**config.mk**
```make
export PLATFORM = sky130hd
export DESIGN_NAME = scan_tap
export DESIGN_NICKNAME = d
export VERILOG_FILES = /design/src/rtl/scan_tap_pkg.sv /design/src/rtl/scan_tap_fsm.sv /design/src/rtl/scan_tap_ir.sv /design/src/rtl/scan_tap_dr.sv /design/src/rtl/scan_tap.sv
export SDC_FILE = /design/constraint.sdc
export NUM_CORES = 1
export LEC_CHECK = 0
export ABC_AREA = 0
export BUFFER_PORTS_ARGS = -buffer_cell sky130_fd_sc_hd__buf_2
export CORE_MARGIN = 1.5
export CORE_UTILIZATION = 55
export CTS_CLUSTER_SIZE = 40
export DETAILED_ROUTE_END_ITERATION = 8
export MAX_ROUTING_LAYER = met4
export PLACE_DENSITY = 0.81
export SKIP_CTS_REPAIR_TIMING = 1
export SLEW_MARGIN = 20
export SYNTH_ARGS = -nofsm -noshare
export SYNTH_HDL_FRONTEND = slang
export SYNTH_SLANG_ARGS = --single-unit
```
**constraint.sdc**
```tcl
create_clock -name tck -period 4.45 [get_ports tck]
set_input_delay 0.6675 -clock tck [delete_from_list [all_inputs] [get_ports tck]]
set_output_delay 0.6675 -clock tck [all_outputs]
set_load 0.02 [all_outputs]
```
**src/rtl/scan_tap_pkg.sv**
```systemverilog
package scan_tap_pkg;

  typedef enum logic [3:0] {
    TS_RESET    = 4'h0,
    TS_IDLE     = 4'h1,
    TS_SEL_DR   = 4'h2,
    TS_CAP_DR   = 4'h3,
    TS_SHIFT_DR = 4'h4,
    TS_EXIT1_DR = 4'h5,
    TS_PAUSE_DR = 4'h6,
    TS_EXIT2_DR = 4'h7,
    TS_UPD_DR   = 4'h8,
    TS_SEL_IR   = 4'h9,
    TS_CAP_IR   = 4'hA,
    TS_SHIFT_IR = 4'hB,
    TS_EXIT1_IR = 4'hC,
    TS_PAUSE_IR = 4'hD,
    TS_EXIT2_IR = 4'hE,
    TS_UPD_IR   = 4'hF
  } tap_state_e;

  typedef enum logic [1:0] {
    PATH_BYPASS = 2'd0,
    PATH_IDENT  = 2'd1,
    PATH_BOUND  = 2'd2
  } dr_path_e;

  localparam int IR_W = 3;

  localparam logic [IR_W-1:0] OP_EXTEST  = 3'b000;
  localparam logic [IR_W-1:0] OP_IDCODE  = 3'b001;
  localparam logic [IR_W-1:0] OP_SAMPZ   = 3'b010;
  localparam logic [IR_W-1:0] OP_SAMPLE  = 3'b100;
  localparam logic [IR_W-1:0] OP_BYPASS  = 3'b111;
  localparam logic [IR_W-1:0] IR_CAPTURE = 3'b001;

endpackage

```
**src/rtl/scan_tap_fsm.sv**
```systemverilog
module scan_tap_fsm
  import scan_tap_pkg::*;
(
  input  logic       tck,
  input  logic       rst_n,
  input  logic       tms,
  output tap_state_e state
);

  tap_state_e state_d;

  always_comb begin
    state_d = state;
    case (state)
      TS_RESET:    state_d = tms ? TS_RESET    : TS_IDLE;
      TS_IDLE:     state_d = tms ? TS_SEL_DR   : TS_IDLE;
      TS_SEL_DR:   state_d = tms ? TS_SEL_IR   : TS_CAP_DR;
      TS_CAP_DR:   state_d = tms ? TS_EXIT1_DR : TS_SHIFT_DR;
      TS_SHIFT_DR: state_d = tms ? TS_EXIT1_DR : TS_SHIFT_DR;
      TS_EXIT1_DR: state_d = tms ? TS_UPD_DR   : TS_PAUSE_DR;
      TS_PAUSE_DR: state_d = tms ? TS_EXIT2_DR : TS_PAUSE_DR;
      TS_EXIT2_DR: state_d = tms ? TS_UPD_DR   : TS_SHIFT_DR;
      TS_UPD_DR:   state_d = tms ? TS_SEL_DR   : TS_IDLE;
      TS_SEL_IR:   state_d = tms ? TS_RESET    : TS_CAP_IR;
      TS_CAP_IR:   state_d = tms ? TS_EXIT1_IR : TS_SHIFT_IR;
      TS_SHIFT_IR: state_d = tms ? TS_EXIT1_IR : TS_SHIFT_IR;
      TS_EXIT1_IR: state_d = tms ? TS_UPD_IR   : TS_PAUSE_IR;
      TS_PAUSE_IR: state_d = tms ? TS_EXIT2_IR : TS_PAUSE_IR;
      TS_EXIT2_IR: state_d = tms ? TS_UPD_IR   : TS_SHIFT_IR;
      TS_UPD_IR:   state_d = tms ? TS_SEL_DR   : TS_IDLE;
      default:     state_d = TS_RESET;
    endcase
  end

  always_ff @(posedge tck or negedge rst_n) begin
    if (!rst_n) state <= TS_RESET;
    else        state <= state_d;
  end

endmodule

```
**src/rtl/scan_tap_ir.sv**
```systemverilog
module scan_tap_ir
  import scan_tap_pkg::*;
(
  input  logic            tck,
  input  logic            rst_n,
  input  logic            tdi,
  input  tap_state_e      state,
  output logic [IR_W-1:0] ir_q,
  output logic            ir_lsb,
  output dr_path_e        path,
  output logic            hiz
);

  logic [IR_W-1:0] sh_q;
  logic [IR_W-1:0] sh_d;
  logic [IR_W-1:0] ir_d;
  logic            sh_en;
  logic            ir_en;

  // shift path: capture constant, shift LSB first
  assign sh_en = (state == TS_CAP_IR) || (state == TS_SHIFT_IR);

  always_comb begin
    sh_d = sh_q;
    if (state == TS_CAP_IR)        sh_d = IR_CAPTURE;
    else if (state == TS_SHIFT_IR) sh_d = {tdi, sh_q[IR_W-1:1]};
  end

  // active instruction: changes only in reset or update
  assign ir_en = (state == TS_RESET) || (state == TS_UPD_IR);

  always_comb begin
    ir_d = ir_q;
    if (state == TS_RESET)       ir_d = OP_IDCODE;
    else if (state == TS_UPD_IR) ir_d = sh_q;
  end

  always_ff @(posedge tck or negedge rst_n) begin
    if (!rst_n) begin
      sh_q <= IR_CAPTURE;
      ir_q <= OP_IDCODE;
    end else begin
      if (sh_en) sh_q <= sh_d;
      if (ir_en) ir_q <= ir_d;
    end
  end

  assign ir_lsb = sh_q[0];

  // decode: unlisted codes fall back to the bypass path
  always_comb begin
    path = PATH_BYPASS;
    hiz  = 1'b0;
    case (ir_q)
      OP_EXTEST: begin path = PATH_BOUND; hiz = 1'b1; end
      OP_SAMPZ:  begin path = PATH_BOUND; hiz = 1'b1; end
      OP_SAMPLE: path = PATH_BOUND;
      OP_IDCODE: path = PATH_IDENT;
      default:   path = PATH_BYPASS;
    endcase
  end

endmodule

```
**src/rtl/scan_tap_dr.sv**
```systemverilog
module scan_tap_dr
  import scan_tap_pkg::*;
#(
  parameter int                  BSR_LEN  = 70,
  parameter int                  ID_W     = 32,
  parameter logic [ID_W-1:0]     ID_VALUE = 32'h1A5C_E0F1,
  parameter logic [BSR_LEN-1:0]  PH_MASK  = '0
) (
  input  logic               tck,
  input  logic               rst_n,
  input  logic               tdi,
  input  tap_state_e         state,
  input  dr_path_e           path,
  input  logic [BSR_LEN-1:0] pins,
  output logic               dr_lsb
);

  logic               cap;
  logic               shf;
  logic [ID_W-1:0]    id_q,  id_d;
  logic               byp_q, byp_d;
  logic [BSR_LEN-1:0] bsr_q, bsr_d;
  logic [BSR_LEN-1:0] cap_vec;
  logic               id_en, byp_en, bsr_en;

  assign cap = (state == TS_CAP_DR);
  assign shf = (state == TS_SHIFT_DR);

  // placeholder positions read as constant one
  for (genvar g = 0; g < BSR_LEN; g++) begin : g_cap
    if (PH_MASK[g]) begin : g_ph
      assign cap_vec[g] = 1'b1;
    end else begin : g_pin
      assign cap_vec[g] = pins[g];
    end
  end

  assign id_en  = (cap || shf) && (path == PATH_IDENT);
  assign byp_en = (cap || shf) && (path == PATH_BYPASS);
  assign bsr_en = (cap || shf) && (path == PATH_BOUND);

  always_comb begin
    id_d  = cap ? ID_VALUE : {tdi, id_q[ID_W-1:1]};
    byp_d = cap ? 1'b0     : tdi;
    bsr_d = cap ? cap_vec  : {tdi, bsr_q[BSR_LEN-1:1]};
  end

  always_ff @(posedge tck or negedge rst_n) begin
    if (!rst_n) begin
      id_q  <= '0;
      byp_q <= 1'b0;
      bsr_q <= '0;
    end else begin
      if (id_en)  id_q  <= id_d;
      if (byp_en) byp_q <= byp_d;
      if (bsr_en) bsr_q <= bsr_d;
    end
  end

  always_comb begin
    case (path)
      PATH_IDENT: dr_lsb = id_q[0];
      PATH_BOUND: dr_lsb = bsr_q[0];
      default:    dr_lsb = byp_q;
    endcase
  end

endmodule

```
**src/rtl/scan_tap.sv**
```systemverilog
module scan_tap
  import scan_tap_pkg::*;
#(
  parameter int                 BSR_LEN  = 70,
  parameter logic [31:0]        ID_VALUE = 32'h1A5C_E0F1,
  parameter logic [BSR_LEN-1:0] PH_MASK  = (BSR_LEN)'(64'h0000_0008_0000_0002)
) (
  input  logic               tck,
  input  logic               por_n,
  input  logic               tms,
  input  logic               tdi,
  input  logic [BSR_LEN-1:0] pins_in,
  output logic               tdo,
  output logic               tdo_oe,
  output logic               mem_hiz
);

  localparam int SYNC_STAGES = 2;

  logic [SYNC_STAGES-1:0] rs_q;
  logic                   rst_n;
  tap_state_e             state;
  logic [IR_W-1:0]        ir_q;
  logic                   ir_lsb;
  logic                   dr_lsb;
  dr_path_e               path;
  logic                   shifting;
  logic                   tdo_d;

  // asynchronous assert, synchronous release
  always_ff @(posedge tck or negedge por_n) begin
    if (!por_n) rs_q <= '0;
    else        rs_q <= {rs_q[SYNC_STAGES-2:0], 1'b1};
  end
  assign rst_n = rs_q[SYNC_STAGES-1];

  scan_tap_fsm u_fsm (
    .tck   (tck),
    .rst_n (rst_n),
    .tms   (tms),
    .state (state)
  );

  scan_tap_ir u_ir (
    .tck    (tck),
    .rst_n  (rst_n),
    .tdi    (tdi),
    .state  (state),
    .ir_q   (ir_q),
    .ir_lsb (ir_lsb),
    .path   (path),
    .hiz    (mem_hiz)
  );

  scan_tap_dr #(
    .BSR_LEN  (BSR_LEN),
    .ID_W     (32),
    .ID_VALUE (ID_VALUE),
    .PH_MASK  (PH_MASK)
  ) u_dr (
    .tck    (tck),
    .rst_n  (rst_n),
    .tdi    (tdi),
    .state  (state),
    .path   (path),
    .pins   (pins_in),
    .dr_lsb (dr_lsb)
  );

  assign shifting = (state == TS_SHIFT_IR) || (state == TS_SHIFT_DR);
  assign tdo_d    = (state == TS_SHIFT_IR) ? ir_lsb : dr_lsb;

  // output stage on the falling edge
  always_ff @(negedge tck or negedge rst_n) begin
    if (!rst_n) begin
      tdo    <= 1'b0;
      tdo_oe <= 1'b0;
    end else begin
      tdo_oe <= shifting;
      if (shifting) tdo <= tdo_d;
    end
  end

endmodule

```
## Word-level counts from Yosys, hierarchy flattened

Cells that the tools add are included.

| storage, ports and cells | value |
|---|---|
| register bits | 117 |
| bits of input ports | 74 |
| output and inout bits | 3 |
| logic and storage cells | 72 |

| cells by class | value |
|---|---|
| eq/ne operators | 20 |
| muxes and demuxes | 24 |
| reductions and logical operators | 19 |

Operators with widths:

| operator | number |
|---|---|
| 70-bit 2-to-1 mux | 1 |
| 4-bit one-hot mux with 12 select lines | 1 |
| 4-bit == test (second input constant) | 8 |
| 32-bit 2-to-1 mux | 1 |
| 3-bit 2-to-1 mux | 6 |
| 4-bit by 3-bit == test with 1-bit output (second input constant) | 4 |
| 4-bit 2-to-1 mux | 4 |
| 4-bit by 2-bit == test with 1-bit output (second input constant) | 2 |
| 1-bit 2-to-1 mux | 6 |
| 2-bit 2-to-1 mux | 3 |
| 2-bit OR reduction | 3 |
| 3-bit OR reduction | 2 |
| 4-bit by 1-bit == test with 1-bit output (second input constant) | 1 |
| 4-bit zero test | 1 |
| 1-bit logical OR | 4 |
| 2-bit one-hot mux with 2 select lines | 1 |
| 2-bit AND reduction | 2 |
| 2-bit nonzero test | 2 |
| 3-bit by 1-bit == test with 1-bit output (second input constant) | 1 |
| 3-bit by 2-bit == test with 1-bit output (second input constant) | 1 |
| 3-bit == test (second input constant) | 1 |
| 1-bit logical AND | 3 |
| 3-bit zero test | 1 |
| 2-bit by 1-bit == test with 1-bit output (second input constant) | 1 |
| other kinds (3) | 3 |

## Logic depth before layout (Yosys ltp)

| depth | value |
|---|---|
| depth after elaboration | 6 |
| gate-level depth with buffers | 7 |
| mapped depth without buffers | 6 |

## Modules after synthesis

From an unflattened synthesis, not the netlist that was laid out.

| second synthesis, totals | value |
|---|---|
| cell total of the unflattened synthesis | 440 |
| area total of the unflattened synthesis | 5719.2 um^2 |

By module, submodules not included:

| module | times used | cells an instance | area each (um^2) | seq. area each (um^2) |
|---|---|---|---|---|
| scan_tap_dr | 1 | 361 | 4963.5 | 2577.5 |
| scan_tap_fsm | 1 | 37 | 314.1 | 100.1 |
| scan_tap_ir | 1 | 32 | 295.3 | 152.6 |
| scan_tap | 1 | 10 | 146.4 | 100.1 |

==> results.tsv <==
stage	metric	value	unit
finish	drive_gt1_share	51.1	%
floorplan	die_w	105	um
placement	gp_congestion	0.813	
synthesis	synth_warnings	0	
clock_tree	cts_tree	done	
synthesis	async_flop_share	100	%
worst_setup_path	required	2.49	ns
clock_tree	clockBufferDepth	2	
status	outcome	finished, final reports clean	
detailed_routing	dr.pass1.iters	6	
power_and_ir_drop	p_leak	3.37	nW
synthesis	syn_area	0.00569	mm2
worst_setup_path	crit_path_end_kind	flip-flop	
worst_setup_path	arrival	2.22	ns
sta	skew	0.0682	ns
global_route	antenna_found_initial	0	
placement	port-buffer-count	74	
sta	timing.hold.ws	0.186	ns
power_and_ir_drop	power_density	656	mW/mm2
placement	place_area	0.00615	mm2
global_route	grt_max_degree	76	
finish	antenna_cells_inserted	0	
finish	area_growth	19.5	%
floorplan	fp-row-count	36	
detailed_routing	highest_layer	met4	
sta	setup_viol	0	
global_route	grt_pass1_wl	17300	um
worst_setup_path	worstSetupStartpoint	u_ir.ir_q[0]	
clock_tree	insertion_delay	0.50	ns
worst_setup_path	crit_chain	or3b_2 > ha_1 > a221oi_1 > o32ai_1	
worst_setup_path	slowest_delay	0.56	ns
detailed_routing	routed_wl	10300	um
global_route	grt_usage	20.2	%
synthesis	syn_inst	447	
synthesis	yosys_register_bits	117	
worst_setup_path	cp_max_fo	5	
hold_path	min_path_type	flip-flop to asynchronous set/reset pin	
worst_setup_path	crit_slowest_cell	dfstp_2	
placement	hpwlAfterDp	6490	um
clock_tree	cts-root-buf	clkbuf_8	
floorplan	die-area	0.0110	mm2
sta	grt_setup_unrepaired	false	
synthesis	ys.flop_type	dfrtp_1	
run	cap_violations	0	
detailed_routing	m1WireLength	4600	um
synthesis	synth_area_leader_cell	dfrtp_1	
synthesis	syn-mean-instance-area	12.7	um2
synthesis	synthTopCellsByArea	dfrtp_1 (50%), mux2_2 (29%), mux2i_1 (3.2%), inv_1 (1.6%), nand2_1 (1.6%)	
synthesis	synth_cell_types	44	
floorplan	dieHeight	105	um
clock_tree	cts_buffers	17	
floorplan	core	0.00991	mm2
finish	nets	597	
detailed_routing	vias	3550	
power_and_ir_drop	vdd.ir_drop.worst	0.318	mV
detailed_routing	wl_met2	5160	um
detailed_routing	wl_met3	452	um
synthesis	synth.top_cell.area_share	49.7	%
synthesis	synth_nets	524	
global_route	grt_pass1_vias	3735	
detailed_routing	drtIter0Drc	125	
synthesis	synth.yosys.seq_area_share	51.5	%
worst_setup_path	startpoint_type	flip-flop	
detailed_routing	wl_per_cell	15.5	um
sta	slew_viol_final	0	
detailed_routing	via_per_inst	5.34	
sta	worst_pin_slew	0.898	ns
global_route	grt_overflow	0	
detailed_routing	drc	0	
worst_setup_path	path_class	flip-flop to flip-flop	
floorplan	initial_core_util	57.4	%
worst_setup_path	rr_startpoint	u_ir.ir_q[0]	
detailed_routing	ant_nets	0	
sta	finalHoldViolCount	0	
synthesis	synth_edf_count	0	
finish	design_area	0.00680	mm2
clock_tree	cts.clk_slew.worst_paths	0.06	ns
clock_tree	htree_num_levels	4	
sta	finalSetupTns	0	ns
floorplan	ios	77	
sta	slew_headroom	40.1	%
clock_tree	clkSinkCount	117	
-- where the power goes --
group | internal (mW) | leakage, nW | switching, mW
sequential | 1.44 | 1.52 | 0.180
clock | 0.912 | 0.291 | 0.503
combinational | 0.771 | 1.56 | 0.652
-- worst max-delay path: cells and delay by family (launching register included) --
family,cells,cell delay [ns]
flip-flops,1,0.56
AND/OR/NAND/NOR,1,0.50
AO/OA/AOI/OAI,2,0.34
adder cells (fa/ha/maj),1,0.33
-- path summary, 6_finish.rpt --
kind | to | slack [ns] | cells past startpoint
worst min register to register | u_dr.byp_q | 0.19 | 0
max in group asynchronous | tdo_oe | 1.86 | 0
worst min-delay path | u_dr.byp_q | 0.19 | 0
worst max register to register | tdo | 0.27 | 4
worst max-delay path | tdo | 0.27 | 4
min in group tck | rs_q[1] | 0.35 | 0
-- cells in the final DEF, fill, tap and decap left out, types with 2 or more instances in the layout --
master,instances
mux2i_1,18
dfrtp_1,112
bufinv_16,4
nor2_1,22
nor2b_1,3
inv_1,24
mux2_2,149
dfrtn_1,2
a21boi_4,2
clkinvlp_4,3
a21oi_1,6
o2bb2ai_1,2
nand3_1,2
nor3_1,2
a221oi_1,3
nor3b_1,2
mux2_1,4
a211oi_1,2
dfstp_2,2
o21ai_0,8
buf_4,9
clkbuf_16,16
ha_1,3
clkinv_4,6
buf_2,74
nand2_1,24
o22ai_1,3
or3b_2,2
and3b_1,2
-- registers in the layout, summed over array words and instances (netlist names) --
name / count
u_dr.bsr_q: 70
u_dr.byp_q: 1
tdo_oe: 1
u_ir.ir_q: 3
u_fsm.state: 4
u_dr.id_q: 32
rs_q: 2
u_ir.sh_q: 3
tdo: 1
-- kinds of logic after synthesis --
family / share of synthesized area [%]
fa+ha+maj: 0.660
mux: 33.5
xor+xnor: 0.154
compound gates: 3.74
buf+inv: 4.40
other cells: 0.0659
simple gates: 6.03
flops: 51.5
-- area by class of cell --
type                    count  area [um2]
multi-input cells         275        2520
clock inverters            14         204
clock buffers              17         414
inverters                  24        90.1
flip-flops and latches    117        2930
well taps                 133         166
fillers                   720        3110
repair buffers             85         468
-- synthesized netlist by cell type (2+ instances only) --
master,n
mux2_2,149
dfrtp_1,113
inv_1,24
nand2_1,24
nor2_1,22
mux2i_1,18
clkbuf_1,15
buf_4,10
o21ai_0,8
a21oi_1,6
buf_2,5
mux2_1,4
a221oi_1,3
ha_1,3
nor2b_1,3
o22ai_1,3
a211oi_1,2
and3b_1,2
dfrtn_1,2
dfstp_2,2
nand3_1,2
nor3_1,2
nor3b_1,2
o2bb2ai_1,2
or3b_2,2
-- stage by stage --
stage / util [%] / setup WS (ns) / power (mW) / std cells
final: 68.6 / 0.271 / 4.46 / 665
after global routing: 68.6 / 0.191 / 4.72 / 665
after CTS: 68.3 / 0.263 / 4.48 / 663
after detailed placement: 62.0 / 0.358 / 3.04 / 632
after global placement: 62.0 / 0.387 / 2.95 / 632
after floorplan: - / 0.381 / 2.75 / 447
-- per-layer routing --
layer	vias up	global-route usage [%]
met5	-	-
met4	0	6.16
met3	10	4.80
met2	78	33.2
met1	1757	25.1
li1	1705	-
(Power assumes the default switching activity.)
